## src/rtl/ssp_pkg.sv

```systemverilog
package ssp_pkg;
  localparam int ADR_TXD  = 0;
  localparam int ADR_RXD  = 1;
  localparam int ADR_STAT = 2;
  localparam int ADR_CTRL = 3;
  localparam int ADR_DIV  = 4;

  localparam int ST_TXE  = 0;
  localparam int ST_RXF  = 1;
  localparam int ST_OVR  = 2;

  localparam int CT_TXEN = 0;
  localparam int CT_RXEN = 1;
endpackage

```

## src/rtl/ssp_baud.sv

```systemverilog
module ssp_baud #(
  parameter int DIV_W = 8
) (
  input  logic             clk,
  input  logic             rst,
  input  logic             run,
  input  logic [DIV_W-1:0] div,
  output logic             tick
);
  logic [DIV_W-1:0] cnt_q;

  assign tick = run && (cnt_q == div);

  always_ff @(posedge clk) begin
    if (rst || !run) cnt_q <= '0;
    else if (tick)   cnt_q <= '0;
    else             cnt_q <= cnt_q + 1'b1;
  end
endmodule

```

## src/rtl/ssp_shifter.sv

```systemverilog
module ssp_shifter #(
  parameter int DATA_W = 8
) (
  input  logic              clk,
  input  logic              rst,
  input  logic              start,
  input  logic [DATA_W-1:0] load,
  input  logic              abort,
  input  logic              tick,
  input  logic              ser_in,
  output logic              active,
  output logic              done,
  output logic [DATA_W-1:0] rx_byte,
  output logic              ser_clk,
  output logic              ser_out
);
  localparam int CNT_W = (DATA_W > 1) ? $clog2(DATA_W) : 1;
  localparam logic [CNT_W-1:0] LAST = CNT_W'(DATA_W - 1);

  logic              active_q, done_q, sck_q, sdo_q;
  logic [DATA_W-2:0] tsr_q;
  logic [DATA_W-1:0] rsr_q;
  logic [CNT_W-1:0]  bit_q;

  always_ff @(posedge clk) begin
    if (rst) begin
      active_q <= 1'b0;
      done_q   <= 1'b0;
      sck_q    <= 1'b1;
      sdo_q    <= 1'b1;
      tsr_q    <= '0;
      rsr_q    <= '0;
      bit_q    <= '0;
    end else begin
      done_q <= 1'b0;
      if (abort) begin
        active_q <= 1'b0;
        sck_q    <= 1'b1;
        sdo_q    <= 1'b1;
      end else if (!active_q) begin
        if (start) begin
          active_q <= 1'b1;
          sck_q    <= 1'b0;
          sdo_q    <= load[0];
          tsr_q    <= load[DATA_W-1:1];
          bit_q    <= '0;
        end
      end else if (tick) begin
        if (!sck_q) begin
          sck_q <= 1'b1;
          rsr_q <= {ser_in, rsr_q[DATA_W-1:1]};
        end else if (bit_q == LAST) begin
          active_q <= 1'b0;
          done_q   <= 1'b1;
          sdo_q    <= 1'b1;
        end else begin
          sck_q <= 1'b0;
          bit_q <= bit_q + 1'b1;
          sdo_q <= tsr_q[0];
          tsr_q <= tsr_q >> 1;
        end
      end
    end
  end

  assign active  = active_q;
  assign done    = done_q;
  assign rx_byte = rsr_q;
  assign ser_clk = sck_q;
  assign ser_out = sdo_q;

  AST_IDLE_LINES_HIGH: assert property (@(posedge clk) disable iff (rst)
    !active_q |-> (sck_q && sdo_q));
  AST_DONE_SINGLE_PULSE: assert property (@(posedge clk) disable iff (rst)
    done_q |=> !done_q);
  AST_ABORT_RELEASES_CLOCK: assert property (@(posedge clk) disable iff (rst)
    abort |=> (!active_q && sck_q));
endmodule

```

## src/rtl/sync_serial_port.sv

```systemverilog
module sync_serial_port
  import ssp_pkg::*;
#(
  parameter int DATA_W = 8,
  parameter int DIV_W  = 8,
  parameter int ADDR_W = 3
) (
  input  logic              clk,
  input  logic              rst,
  input  logic [ADDR_W-1:0] bus_addr,
  input  logic              bus_wr,
  input  logic              bus_rd,
  input  logic [DATA_W-1:0] bus_wdata,
  output logic [DATA_W-1:0] bus_rdata,
  output logic              ser_clk,
  output logic              ser_out,
  input  logic              ser_in
);
  logic [DATA_W-1:0] tdr_q, rdr_q, rdata_q;
  logic              txe_q, rxf_q, ovr_q, ovr_armed_q;
  logic              txen_q, rxen_q;
  logic [DIV_W-1:0]  div_q;

  logic wr_txd, wr_stat, wr_ctrl, wr_div, rd_rxd, rd_stat;
  logic eng_active, eng_done, tick, start, abort, capture;
  logic [DATA_W-1:0] rx_byte, load;

  assign wr_txd  = bus_wr && (bus_addr == ADDR_W'(ADR_TXD));
  assign wr_stat = bus_wr && (bus_addr == ADDR_W'(ADR_STAT));
  assign wr_ctrl = bus_wr && (bus_addr == ADDR_W'(ADR_CTRL));
  assign wr_div  = bus_wr && (bus_addr == ADDR_W'(ADR_DIV));
  assign rd_rxd  = bus_rd && (bus_addr == ADDR_W'(ADR_RXD));
  assign rd_stat = bus_rd && (bus_addr == ADDR_W'(ADR_STAT));

  assign abort   = eng_active && !txen_q && !rxen_q;
  assign start   = !eng_active && !eng_done && !ovr_q &&
                   (txen_q ? !txe_q : (rxen_q && !rxf_q));
  assign load    = txen_q ? tdr_q : '1;
  assign capture = eng_done && rxen_q;

  ssp_baud #(.DIV_W(DIV_W)) u_baud (
    .clk(clk), .rst(rst), .run(eng_active), .div(div_q), .tick(tick)
  );

  ssp_shifter #(.DATA_W(DATA_W)) u_shift (
    .clk(clk), .rst(rst), .start(start), .load(load), .abort(abort),
    .tick(tick), .ser_in(ser_in), .active(eng_active), .done(eng_done),
    .rx_byte(rx_byte), .ser_clk(ser_clk), .ser_out(ser_out)
  );

  always_ff @(posedge clk) begin
    if (rst) begin
      tdr_q       <= '0;
      rdr_q       <= '0;
      txe_q       <= 1'b1;
      rxf_q       <= 1'b0;
      ovr_q       <= 1'b0;
      ovr_armed_q <= 1'b0;
      txen_q      <= 1'b0;
      rxen_q      <= 1'b0;
      div_q       <= '0;
      rdata_q     <= '0;
    end else begin
      if (wr_txd) begin
        tdr_q <= bus_wdata;
        txe_q <= 1'b0;
      end else if (start && txen_q) begin
        txe_q <= 1'b1;
      end

      if (rd_stat && ovr_q) ovr_armed_q <= 1'b1;
      if (wr_stat && !bus_wdata[ST_OVR] && ovr_armed_q) begin
        ovr_q       <= 1'b0;
        ovr_armed_q <= 1'b0;
      end

      if (capture) begin
        if (rxf_q && !rd_rxd) begin
          ovr_q <= 1'b1;
        end else begin
          rdr_q <= rx_byte;
          rxf_q <= 1'b1;
        end
      end else if (rd_rxd) begin
        rxf_q <= 1'b0;
      end

      if (wr_ctrl) begin
        txen_q <= bus_wdata[CT_TXEN];
        rxen_q <= bus_wdata[CT_RXEN];
      end
      if (wr_div) div_q <= bus_wdata[DIV_W-1:0];

      if (bus_rd) begin
        case (bus_addr)
          ADDR_W'(ADR_TXD):  rdata_q <= tdr_q;
          ADDR_W'(ADR_RXD):  rdata_q <= rdr_q;
          ADDR_W'(ADR_STAT): rdata_q <= DATA_W'({ovr_q, rxf_q, txe_q});
          ADDR_W'(ADR_CTRL): rdata_q <= DATA_W'({rxen_q, txen_q});
          ADDR_W'(ADR_DIV):  rdata_q <= DATA_W'(div_q);
          default:           rdata_q <= '0;
        endcase
      end
    end
  end

  assign bus_rdata = rdata_q;

  AST_TXE_SET_ON_LOAD: assert property (@(posedge clk) disable iff (rst)
    (start && txen_q && !wr_txd) |=> txe_q);
  AST_RXF_CLEARED_BY_READ: assert property (@(posedge clk) disable iff (rst)
    (rd_rxd && !eng_done) |=> !rxf_q);
  AST_RXD_HELD_ON_OVERRUN: assert property (@(posedge clk) disable iff (rst)
    $rose(ovr_q) |-> $stable(rdr_q));
  AST_NO_START_ON_OVERRUN: assert property (@(posedge clk) disable iff (rst)
    (ovr_q && !eng_active) |=> !eng_active);
  AST_OVR_WRITE_ONE_NOP: assert property (@(posedge clk) disable iff (rst)
    (ovr_q && wr_stat && bus_wdata[ST_OVR]) |=> ovr_q);
endmodule

```

## config.mk

```make
export PLATFORM = sky130hd
export DESIGN_NAME = sync_serial_port
export DESIGN_NICKNAME = d
export VERILOG_FILES = /design/src/rtl/ssp_pkg.sv /design/src/rtl/ssp_baud.sv /design/src/rtl/ssp_shifter.sv /design/src/rtl/sync_serial_port.sv
export SDC_FILE = /design/constraint.sdc
export NUM_CORES = 1
export LEC_CHECK = 0
export ABC_AREA = 0
export BUFFER_PORTS_ARGS = -buffer_cell sky130_fd_sc_hd__buf_2
export CAP_MARGIN = 15
export CORE_MARGIN = 2
export CORE_UTILIZATION = 55
export DETAILED_ROUTE_END_ITERATION = 10
export PLACE_DENSITY = 0.71
export REMOVE_ABC_BUFFERS = 1
export SLEW_MARGIN = 5
export SYNTH_ARGS = -nofsm -noshare
export SYNTH_HDL_FRONTEND = slang
export SYNTH_SLANG_ARGS = --single-unit
```

## constraint.sdc

```tcl
create_clock -name clk -period 4.2 [get_ports clk]
set_input_delay 0 -clock clk [delete_from_list [all_inputs] [get_ports clk]]
set_output_delay 0 -clock clk [all_outputs]
set_load 0.01 [all_outputs]
```

==> impl_results.md <==
- Remaining DRCs: 0
- Synth Register Bits: 68
- Final min period: between 2 and 2.5 ns
- Worst-path maximum fanout: 10
- Static Leak: roughly 1.3 nW
- Most numerous cell in the Yosys netlist: dfxtp_1
- Final period utilization: 51.00%
- Core Area: 0.005473 mm2
- Global route overflow: 0
- Req. time, crit path: 4.48 ns
- Number of global-route vias before repair: between 2000 and 2500
- Synth Flop Type: dfxtp_1
- Initial DRC Count: 150
- H-Tree Level Count: 3
- Fmax: roughly 0.47 GHz
- Syn-to-layout area delta: 13.67%
- I/O Pins: 26
- Slew Limit Fails: 0
- Antenna viol nets, final: 0
- Hold_sp: bus_rd
- CTS tree: done
- Root Driver: clkbuf_8
- CP Capture Type: flip-flop
- Diode count: 0
- Starting Density: about 57%
- First-pass DRT Iterations: 5
- Fin. Hold Viols: 0
- Num rows: 27
- Die width: between 70 and 80 um
- Wirelength per Cell: between 10 and 15 um
- Num CTS Buffers: 9
- CTS resizes: 0
- Slew Limit Headroom: 41.96%
- Cell variety after synth: between 40 and 50
- Commonest cells in the netlist: 68 x dfxtp_1, 59 x nand2_1, 44 x a21oi_1
- Outcome: completed
- Die Y: roughly 79 um
- Nature of the critical path startpoint: flip-flop
- Final setup fails: 0
- Core Util, Final: between 60% and 70%
- Kind of critical path: flip-flop to flip-flop
- Post-DP HPWL: roughly 4600 um
- Hold WS: between 0.02 and 0.025 ns
- Postcts setup bufs: 0
- HP Class: input pin to flip-flop
- Register area share after synthesis: roughly 44%
- CTS Sinks: just under 70
- FFs w/ async S/R, synth: 0%
- PortBufs: 25
- Syn Inst Count: around 370
- Final Routed Wirelength: roughly 6700 um
- Vias/cell: approximately 5.5
- Worst R2R Start: div_q[4]$_SDFFE_PP0P_
- Cell area power density: 361.7 mW/mm2
- Layout cells sized above 1: between 10% and 20%
- Skew final: between 0.006 and 0.007 ns
- Worst-skew pair later-pin latency: 0.35 ns
- Top post-synthesis cells by area: dfxtp_1 44%, nand2_1 7.2%, a21oi_1 7.1%, mux2i_1 5.2%, o21ai_0 3.6%
- Initial antenna violation count: 0
- Maximum VDD drop: approximately 0.27 mV
- Nets: 418
- # hold bufs at CTS: 10
- R2R Setup Slk: between 2 and 2.5 ns
- Number of max-cap violations: 0
- Mapped cell area: 0.003093 mm2
- Post-Synthesis Mean Instance Area: 8.314 um2
- Total Routing Usage GR: roughly a quarter
- Arrival time worst endpoint: 2.42 ns
- First-pass GRT wire length: approximately 11000 um
- Filler Cell Count: slightly below 500
- Clock Path Buffers: 2
- EDFF count, synth: 0
- Die area: around 0.0062 mm2
- Pin count of the biggest net entering global routing: 50
- Synth Warn #: 0
- GP Congestion: about 0.77
- TNS Setup: 0 ns
- Synth area leader: dfxtp_1
- RSZ-0062 raised after global routing: no
- Worst setup path start: div_q[4]$_SDFFE_PP0P_
- DR vias: around 2600
- Least-Margin Pin Slew: approximately 0.87 ns
- Clock-pin slew on the worst setup and hold paths: 0.07 ns
- Top cell type's share of synthesized area: 44.01%
[worst max-delay path, stage by stage, from the launching register on]
cell and delay [ns]:
dfxtp_1 0.34, xor2_1 0.17, nor4_2 0.54, and4_1 0.44, a2bb2oi_4 0.36, mux2i_1 0.23
[layer usage]
layer / wire (um) / share of wire, % / track usage (%)
met1: 3252 / 49 / 31.87
met2: 3014 / 45 / 34.92
met3: 279 / 4.2 / 7.159
met4: 112 / 1.7 / 9.138
met5: 0 / 0 / 0
[cell usage in the layout (no fill, tap or decap), drive strengths merged, types with 7 or more instances in the layout]
| master | count |
|---|---|
| xor2 | 11 |
| nor3b | 10 |
| o21ai | 22 |
| mux2i | 16 |
| a21oi | 44 |
| dfxtp | 68 |
| nor2b | 8 |
| buf | 26 |
| nand2 | 59 |
| nand3 | 16 |
| nor2 | 28 |
| clkbuf | 13 |
| inv | 10 |
| a211o | 7 |
| nand2b | 11 |
| dlygate4sd3 | 10 |
[state kept, by name, indices dropped and copies added (netlist names), 3 cells and up]
register,cells
u_shift.bit_q,3
div_q,8
u_shift.tsr_q,7
bus_rdata,8
u_baud.cnt_q,8
rdr_q,8
u_shift.rx_byte,8
tdr_q,8
[where the power goes]
part | internal [mW] | switching, mW | total (mW)
registers | 0.655 | 0.00916 | 0.664
logic | 0.0377 | 0.0496 | 0.0873
clock network | 0.287 | 0.233 | 0.520
[final cells by class]
cell class	count	area, um2	share of cell area, %
tap	72	90.09	2.562
inverter	10	37.54	1.068
clock buffer	13	148.9	4.235
multi-input combinational	274	1610	45.80
clock inverter	2	35.03	0.9964
timing repair buffer	36	232.7	6.619
sequential	68	1361	38.72
[through the flow]
| stage | cells | worst slack, ns | instance area (um2) | power [mW] |
|---|---|---|---|---|
| 3_3_place_gp | 450 | 2.096 | 3232 | 0.7575 |
| 6_report | 475 | 2.058 | 3516 | 1.272 |
| 2_1_floorplan | 352 | 2.466 | 3009 | 0.7191 |
| 4_1_cts | 475 | 2.066 | 3516 | 1.280 |
| 5_1_grt | 475 | 1.940 | 3516 | 1.319 |
| 3_5_place_dp | 450 | 2.079 | 3232 | 0.7580 |
[logic make-up (layout without fill, tap and decap cells)]
group	after synthesis	after routing	share of synthesized area [%]
flops	68	68	44.01
xor+xnor	14	14	3.964
buf+inv	30	61	3.924
simple gates	148	148	23.34
compound gates	91	91	17.64
mux	18	18	5.906
fa+ha+maj	3	3	1.214
[final timing paths]
path / cells after the start / endpoint
worst max register to register: 5 / u_shift.tsr_q[5]$_SDFFE_PP0P_
worst min-delay path: 2 / bus_rdata[1]$_SDFFE_PP0P_
worst max-delay path: 5 / u_shift.tsr_q[5]$_SDFFE_PP0P_
worst min register to register: 2 / u_shift.rx_byte[0]$_SDFFE_PP0P_
No activity file was read; power rests on OpenSTA's default activity.
